$ cat config.mk
export PLATFORM = sky130hd
export DESIGN_NAME = hostMailbox
export DESIGN_NICKNAME = d
export VERILOG_FILES = /design/src/rtl/hostMailboxPkg.sv /design/src/rtl/hostMailboxCtrl.sv /design/src/rtl/hostMailboxDp.sv /design/src/rtl/hostMailbox.sv
export SDC_FILE = /design/constraint.sdc
export NUM_CORES = 1
export LEC_CHECK = 0
export ABC_AREA = 1
export BUFFER_PORTS_ARGS = -buffer_cell sky130_fd_sc_hd__buf_2
export CORE_UTILIZATION = 35
export CTS_BUF_LIST = sky130_fd_sc_hd__clkbuf_16
export CTS_CLUSTER_DIAMETER = 40
export CTS_CLUSTER_SIZE = 28
export DETAILED_ROUTE_END_ITERATION = 7
export GPL_ROUTABILITY_DRIVEN = 0
export GPL_TIMING_DRIVEN = 1
export SYNTH_ARGS = -nofsm -noshare
export SYNTH_HDL_FRONTEND = slang
export SYNTH_SLANG_ARGS = --single-unit
$ cat constraint.sdc
create_clock -name clk -period 2.2 [get_ports clk]
set_input_delay 0.22 -clock clk [delete_from_list [all_inputs] [get_ports clk]]
set_output_delay 0.22 -clock clk [all_outputs]
set_load 0.1 [all_outputs]
$ cat src/rtl/hostMailboxPkg.sv
package hostMailboxPkg;
  localparam logic [1:0] OFF_DATA = 2'd0;
  localparam logic [1:0] OFF_CMD  = 2'd1;
  localparam logic [1:0] OFF_CTRL = 2'd2;
  localparam int ST_IN   = 0;
  localparam int ST_RESP = 1;
  localparam int ST_CMD  = 2;
  localparam int CTRL_W  = 4;

  typedef struct packed {
    logic hWrData;
    logic hWrCmd;
    logic hWrCtrl;
    logic hRdData;
    logic lRdData;
    logic lRdCmd;
    logic lWrData;
  } strobeT;
endpackage

$ cat src/rtl/hostMailboxCtrl.sv
module hostMailboxCtrl
  import hostMailboxPkg::*;
#(
  parameter int ADDR_W = 10,
  parameter logic [ADDR_W-1:0] BASE = 10'h300,
  parameter int SYNC_STAGES = 2
) (
  input  logic              clk,
  input  logic              rstN,
  input  logic [ADDR_W-1:0] hostAddr,
  input  logic              hostAen,
  input  logic              hostIor,
  input  logic              hostIow,
  input  logic              stretchEn,
  input  logic              locSel,
  input  logic              locWr,
  input  logic [1:0]        locAddr,
  input  logic              inAvail,
  output strobeT            stb,
  output logic [1:0]        hostOff,
  output logic              hostDataOe,
  output logic              hostRdy
);
  localparam int SH_W = SYNC_STAGES + 1;

  logic [1:0] strobeRaw;
  logic [1:0] strobeEv;
  logic [1:0] strobeLvl;
  logic       hit;
  logic       wrPend;

  assign strobeRaw = {hostIor, hostIow};

  for (genvar g = 0; g < 2; g++) begin : gSync
    logic [SH_W-1:0] sh;
    always_ff @(posedge clk or negedge rstN) begin
      if (!rstN) sh <= '0;
      else       sh <= {sh[SH_W-2:0], strobeRaw[g]};
    end
    assign strobeLvl[g] = sh[SYNC_STAGES-1];
    assign strobeEv[g]  = sh[SYNC_STAGES-1] & ~sh[SYNC_STAGES];
  end

  assign hostOff = hostAddr[1:0];
  assign hit = !hostAen && (hostAddr[ADDR_W-1:2] == BASE[ADDR_W-1:2])
               && (hostAddr[1:0] != 2'd3);

  always_comb begin
    stb = '0;
    stb.hWrData = strobeEv[0] && hit && hostOff == OFF_DATA;
    stb.hWrCmd  = strobeEv[0] && hit && hostOff == OFF_CMD;
    stb.hWrCtrl = strobeEv[0] && hit && hostOff == OFF_CTRL;
    stb.hRdData = strobeEv[1] && hit && hostOff == OFF_DATA;
    stb.lRdData = locSel && !locWr && locAddr == OFF_DATA && !stb.hWrData;
    stb.lRdCmd  = locSel && !locWr && locAddr == OFF_CMD && !stb.hWrCmd;
    stb.lWrData = locSel && locWr && locAddr == OFF_DATA && !stb.hRdData;
  end

  always_ff @(posedge clk or negedge rstN) begin
    if (!rstN)              wrPend <= 1'b0;
    else if (stb.hWrData)   wrPend <= 1'b1;
    else if (!strobeLvl[0]) wrPend <= 1'b0;
  end

  assign hostDataOe = hostIor && hit;
  assign hostRdy = !(stretchEn && hostIow && hit && hostOff == OFF_DATA
                     && (!wrPend || inAvail));
endmodule

$ cat src/rtl/hostMailboxDp.sv
module hostMailboxDp
  import hostMailboxPkg::*;
(
  input  logic       clk,
  input  logic       rstN,
  input  strobeT     stb,
  input  logic [1:0] hostOff,
  input  logic [7:0] hostDataIn,
  input  logic [1:0] locAddr,
  input  logic       locSel,
  input  logic [7:0] locWdata,
  output logic [7:0] hostDataOut,
  output logic [7:0] locRdata,
  output logic       inAvail,
  output logic       locIrq,
  output logic [CTRL_W-1:0] ctrlReg
);
  logic [7:0] inByte, cmdByte, outByte, status;
  logic       respAvail, cmdAvail;

  always_ff @(posedge clk or negedge rstN) begin
    if (!rstN) begin
      inByte <= '0; cmdByte <= '0; outByte <= '0; ctrlReg <= '0;
      inAvail <= 1'b0; respAvail <= 1'b0; cmdAvail <= 1'b0;
    end else begin
      if (stb.hWrData)      begin inByte <= hostDataIn; inAvail <= 1'b1; end
      else if (stb.lRdData) inAvail <= 1'b0;
      if (stb.hWrCmd)       begin cmdByte <= hostDataIn; cmdAvail <= 1'b1; end
      else if (stb.lRdCmd)  cmdAvail <= 1'b0;
      if (stb.hRdData)      respAvail <= 1'b0;
      else if (stb.lWrData) begin outByte <= locWdata; respAvail <= 1'b1; end
      if (stb.hWrCtrl)      ctrlReg <= hostDataIn[CTRL_W-1:0];
    end
  end

  always_comb begin
    status = '0;
    status[ST_IN]   = inAvail;
    status[ST_RESP] = respAvail;
    status[ST_CMD]  = cmdAvail;
  end

  always_comb begin
    case (hostOff)
      OFF_DATA: hostDataOut = outByte;
      OFF_CMD:  hostDataOut = status;
      OFF_CTRL: hostDataOut = {{(8-CTRL_W){1'b0}}, ctrlReg};
      default:  hostDataOut = '0;
    endcase
  end

  always_comb begin
    locRdata = '0;
    if (locSel) begin
      case (locAddr)
        OFF_DATA: locRdata = inByte;
        OFF_CMD:  locRdata = cmdByte;
        2'd2:     locRdata = status;
        default:  locRdata = '0;
      endcase
    end
  end

  assign locIrq = inAvail | cmdAvail;
endmodule

$ cat src/rtl/hostMailbox.sv
module hostMailbox
  import hostMailboxPkg::*;
#(
  parameter int ADDR_W = 10,
  parameter logic [ADDR_W-1:0] BASE = 10'h300,
  parameter int SYNC_STAGES = 2
) (
  input  logic              clk,
  input  logic              rstN,
  input  logic [ADDR_W-1:0] hostAddr,
  input  logic [7:0]        hostDataIn,
  output logic [7:0]        hostDataOut,
  output logic              hostDataOe,
  input  logic              hostAen,
  input  logic              hostIor,
  input  logic              hostIow,
  output logic              hostRdy,
  input  logic              stretchEn,
  input  logic              locSel,
  input  logic              locWr,
  input  logic [1:0]        locAddr,
  input  logic [7:0]        locWdata,
  output logic [7:0]        locRdata,
  output logic              locIrq,
  output logic              cpuRun,
  output logic              stepEn,
  output logic              dbgIrq,
  output logic              romMode
);
  strobeT            stb;
  logic [1:0]        hostOff;
  logic              inAvail;
  logic [CTRL_W-1:0] ctrlReg;

  hostMailboxCtrl #(.ADDR_W(ADDR_W), .BASE(BASE), .SYNC_STAGES(SYNC_STAGES)) u_ctrl (
    .clk(clk), .rstN(rstN), .hostAddr(hostAddr), .hostAen(hostAen),
    .hostIor(hostIor), .hostIow(hostIow), .stretchEn(stretchEn),
    .locSel(locSel), .locWr(locWr), .locAddr(locAddr), .inAvail(inAvail),
    .stb(stb), .hostOff(hostOff), .hostDataOe(hostDataOe), .hostRdy(hostRdy)
  );

  hostMailboxDp u_dp (
    .clk(clk), .rstN(rstN), .stb(stb), .hostOff(hostOff),
    .hostDataIn(hostDataIn), .locAddr(locAddr), .locSel(locSel),
    .locWdata(locWdata), .hostDataOut(hostDataOut), .locRdata(locRdata),
    .inAvail(inAvail), .locIrq(locIrq), .ctrlReg(ctrlReg)
  );

  assign cpuRun  = ctrlReg[0];
  assign stepEn  = ctrlReg[1];
  assign dbgIrq  = ctrlReg[2];
  assign romMode = !ctrlReg[3];
endmodule

# == After elaboration in Yosys (flattened, before gate mapping) ==
# Index checks and enable logic that the tools add are counted.
# Widths: inputs -> output; s select.
# word_totals
in_bits,36
elab_cells,70
ff_bits,38
output_inout_bits,23
# classes
muxes,11
bitwise,6
eq_ne,7
n_reduce_logical,36
# ops
operator,n
$pmux 8 s3,2
$logic_and 1x1->1,21
$eq 8x8->1 const B,1
$logic_not 1->1,8
$mux 1,8
$mux 8,1
$reduce_bool 2->1,3
$eq 2x1->1 const B,2
$eq 2x2->1 const B,2
$logic_not 2->1,2
$ne 2x2->1 const B,2
$not 1->1,3
$and 1x1->1,2
$reduce_and 2->1,1
$logic_or 1x1->1,1
$or 1x1->1,1

# == Depth between registers and ports, before layout ==
# depth
ltp_word,9
depth_mapped,7
mapped_depth_nobuf,7

# == Cells and area by module ==
# Synthesis repeated with hierarchy kept, for this count alone.
# unflattened
hier_cells,241
area_unflattened_um2,1909.3
# by_module_without_submodules
mod,cells_per_inst,instances,area_per_inst_um2
hostMailboxDp,188,1,1503.9
hostMailboxCtrl,52,1,401.6
hostMailbox,1,1,3.8

# == Least setup slack after synthesis ==
# No wires, ideal clock.
# synth_path
kind,input port to output port
from,input locAddr[1]
to,output locRdata[3]
path_slack_ns,0.001
cell_stages,5
arrival_ns,1.979
path_buffers,0
path_cell_list,inv_1 -> nand2_1 -> inv_1 -> nand2_1 -> a21oi_1
# synth_between
elab_chain_cells,3
elab_cells_between_ends,5
# synth_rtl
item,line_no,text
"start, declared",hostMailbox.sv:21,"input logic [1:0] locAddr,"
"$eq 2x2->1, or another cell as far along",hostMailboxDp.sv:55,case (locAddr)
$pmux 8 s3 (*),hostMailboxDp.sv:55,
$mux 8 (*),hostMailboxDp.sv:54,if (locSel) begin
"end, declared",hostMailbox.sv:23,"output logic [7:0] locRdata,"
# Mark *: on every way between the ends. The rest lies on a longest branch, timed or not.

# == Worst setup path after layout ==
# layout_path
from,register u_dp.respAvail
to,output locRdata[1]
# layout_between
elab_chain_cells,2
# layout_rtl
item,line_no,text
"start, declared",hostMailboxDp.sv:19,"logic respAvail, cmdAvail;"
"start signal, assigned",hostMailboxDp.sv:24,inAvail <= 1'b0; respAvail <= 1'b0; cmdAvail <= 1'b0;
"start signal, assigned",hostMailboxDp.sv:30,if (stb.hRdData) respAvail <= 1'b0;
"start signal, assigned",hostMailboxDp.sv:31,else if (stb.lWrData) begin outByte <= locWdata; respAvail <= 1'b1; end
$pmux 8 s3,hostMailboxDp.sv:55,
$mux 8,hostMailboxDp.sv:54,
# No other way between the ends.

==> results.toml <==
[yosys]
synthAdderAreaFrac = 0
synth-xor-area-share = 0
ys_ff_latch = 38
synth_area_per_cell_um2 = 7.94
syn-cell-area_um2 = 1880
yosysWarningCount = 0
ys_types = 21
syn-num-nets = 273
yosys.area_share.simple = 0.404
synth_compound_area_frac = 0.0259
seq_area_frac_synth = 0.505
synthMuxAreaShare = 0
synth_top_family_by_area = "simple AND/OR/NAND/NOR gates"
post_synth_inst_count = 237

[routing]
vias = 1768
drt-total-wl_um = 4780
drc_errors = 0
drtAntennaViolNets = 0
viasPerCell = 4.80
routedWlPerCell_um = 13.0
drtPass1Iterations = 4
first_iter_violations = 92

[sta]
timing.setup.tns_ps = 0
fmax_mhz = 613
min_period_ps = 1630
worst_pin_slew_ps = 858
clock_skew_ps = 1.55
hold_violations = 0
setup_viol = 0
min_period_over_period = 0.741
slew_headroom = 0.428
maxSlewViolCount = 0
rsz0062_at_grt = "no"
worst_slack_ps = 570

[cts]
cts.repair.resized = 0
cts_buffers = 5
path_clk_slew_ps = 50
cts_setup_buffers = 0
clock_path_buffers = 2
cts_tree = "done"
clock_sink_count = 38
cts-root-buf = "clkbuf_16"
clock_latency_ps = 270
ctsHoldBuffers = 0
ctsHtreeMaxLevel = 2

[layout]
post-route-util = 0.463
area_delta_synth_final_pct = 26.4
fin_nets = 334
drive_gt1_frac = 0.255
diodes = 0

[worst_setup_path]
cp-end-kind = "output port"
path_max_fanout = 3
path_delay_family = "buffers and inverters"
r2r_slack_ps = 810
path_buf_inv = 2
crit-reg2reg-launch = "u_ctrl.gSync[0].sh[1]"
crit_top_cell = "nand3_1"
arrival_ps = 1410
reg2reg_to = "u_dp.inByte[7]"
critPathLaunchType = "register"
critPathMaxStageDelay_ps = 420
crit_required_ps = 1980
slowest_stage = "buf_2"
path_cells = "nand3_1, nand3_1, nand2_1, inv_1, buf_2"
crit_type = "reg2out"
worst-r2r-cell-count = 5

[floorplan]
die_x_um = 75.3
die_h_um = 75.3
die_area_um2 = 5670
pin_count = 59
rows = 26
initial_core_util = 0.366
coreArea_um2 = 5140

[power_and_ir_drop]
power.density_nw_per_um2 = 708
p_leak_uw = 0.00135
ir_drop_v = 0.000397

[grt]
grt_pass1_wl_um = 7740
gr-total-overflow = 0
grt_max_degree = 39
grt_usage = 0.187
antenna_found_initial = 0
grt_pass1_vias = 1666

[run_status]
outcome = "complete, no violations"

[placed_design]
place_ws_ps = 572
dp_hpwl_um = 3380
portBuffers = 58

[min_path]
min_path_type = "in2async"

[flow_run]
maxCapViolCount = 0
## Yosys cell counts, drive strengths merged
| cell type | count | share of area |
|---|---|---|
| dfrtp | 38 | 0.51 |
| and3 | 2 | 0.0066 |
| clkbuf | 1 | 0.0020 |
| inv | 23 | 0.046 |
| nor4 | 1 | 0.0033 |
| nand3 | 22 | 0.065 |
| o21ai | 2 | 0.0053 |
| a21oi | 6 | 0.016 |
| buf | 6 | 0.017 |
| nor3 | 1 | 0.0027 |
| nand4 | 23 | 0.083 |
| nand2 | 96 | 0.20 |
| nor2 | 15 | 0.047 |
| a22o | 1 | 0.0047 |
## worst max path at each step
stage | end | cells after the start | from | slack (ps)
floorplan | locRdata[3] | 5 | locAddr[1] | 1
global placement | hostDataOut[5] | 5 | hostAddr[1] | 600
detailed placement | hostDataOut[4] | 5 | hostAddr[1] | 570
CTS | hostDataOut[4] | 5 | hostAddr[1] | 570
global route | locRdata[1] | 9 | locAddr[1] | 480
finish | locRdata[1] | 5 | u_dp.respAvail | 570
## flip-flops by register name (all words and copies together), names as in the netlist
name             count
u_ctrl.gSync.sh      6
u_ctrl.wrPend        1
u_dp.cmdAvail        1
u_dp.cmdByte         8
u_dp.ctrlReg         4
u_dp.inAvail         1
u_dp.inByte          8
u_dp.outByte         8
u_dp.respAvail       1
## cell families after synthesis
logic type             count (synthesis)
AND/OR/NAND/NOR                      160
buffers and inverters                 30
AO/OA/AOI/OAI                          9
flip-flops                            38
## report_power, final
group          leakage [uW]  total (uW)  switching, uW  internal, uW
Combinational      0.000779         278            213          64.1
Sequential         0.000501         759           21.5           737
Clock             0.0000723         647            242           404
Total               0.00135        1680            477          1210
## area by class of cell
type                    instances  area, um2
fillers                       542       2760
flip-flops and latches         38        951
multi-input cells             169        808
repair buffers                 61        313
clock buffers                   5        125
well taps                      70       87.6
inverters                      23       86.3
clock inverters                 2       7.51
## through the flow
stage | power [uW] | instance area [um2] | hold WS (ps) | std cells
after floorplan | 954 | 1880 | -75.6 | 237
after global placement | 1050 | 2250 | 333 | 361
after detailed placement | 1050 | 2250 | 336 | 361
after CTS | 1710 | 2380 | 57.2 | 368
after global routing | 1760 | 2380 | 59.0 | 368
final | 1680 | 2380 | 57.9 | 368
## worst register-to-register path: cells and delay by family, from the launching register on
kind | cells | cell delay, ps
and+or+nand+nor | 4 | 860
DFF | 1 | 370
buffers and inverters | 1 | 50
## cell usage in the layout (no fill, tap or decap), drive strengths merged
master / synthesis / routed
o21ai: 2 / 2
a22o: 1 / 1
nand3: 22 / 22
dfrtp: 38 / 38
clkbuf: 1 / 5
and3: 2 / 2
nand4: 23 / 23
nor3: 1 / 1
a21oi: 6 / 6
nor2: 15 / 15
nor4: 1 / 1
buf: 6 / 61
inv: 23 / 25
nand2: 96 / 96
## layer usage
| layer | global-route usage | routed length [um] | up-vias |
|---|---|---|---|
| met5 | 0 | 0 | - |
| met4 | 0.0741 | 82 | 0 |
| met3 | 0.0450 | 223 | 8 |
| met2 | 0.300 | 2260 | 42 |
| met1 | 0.246 | 2210 | 826 |
| li1 | - | - | 892 |
Power figures use the tool's default switching activity.
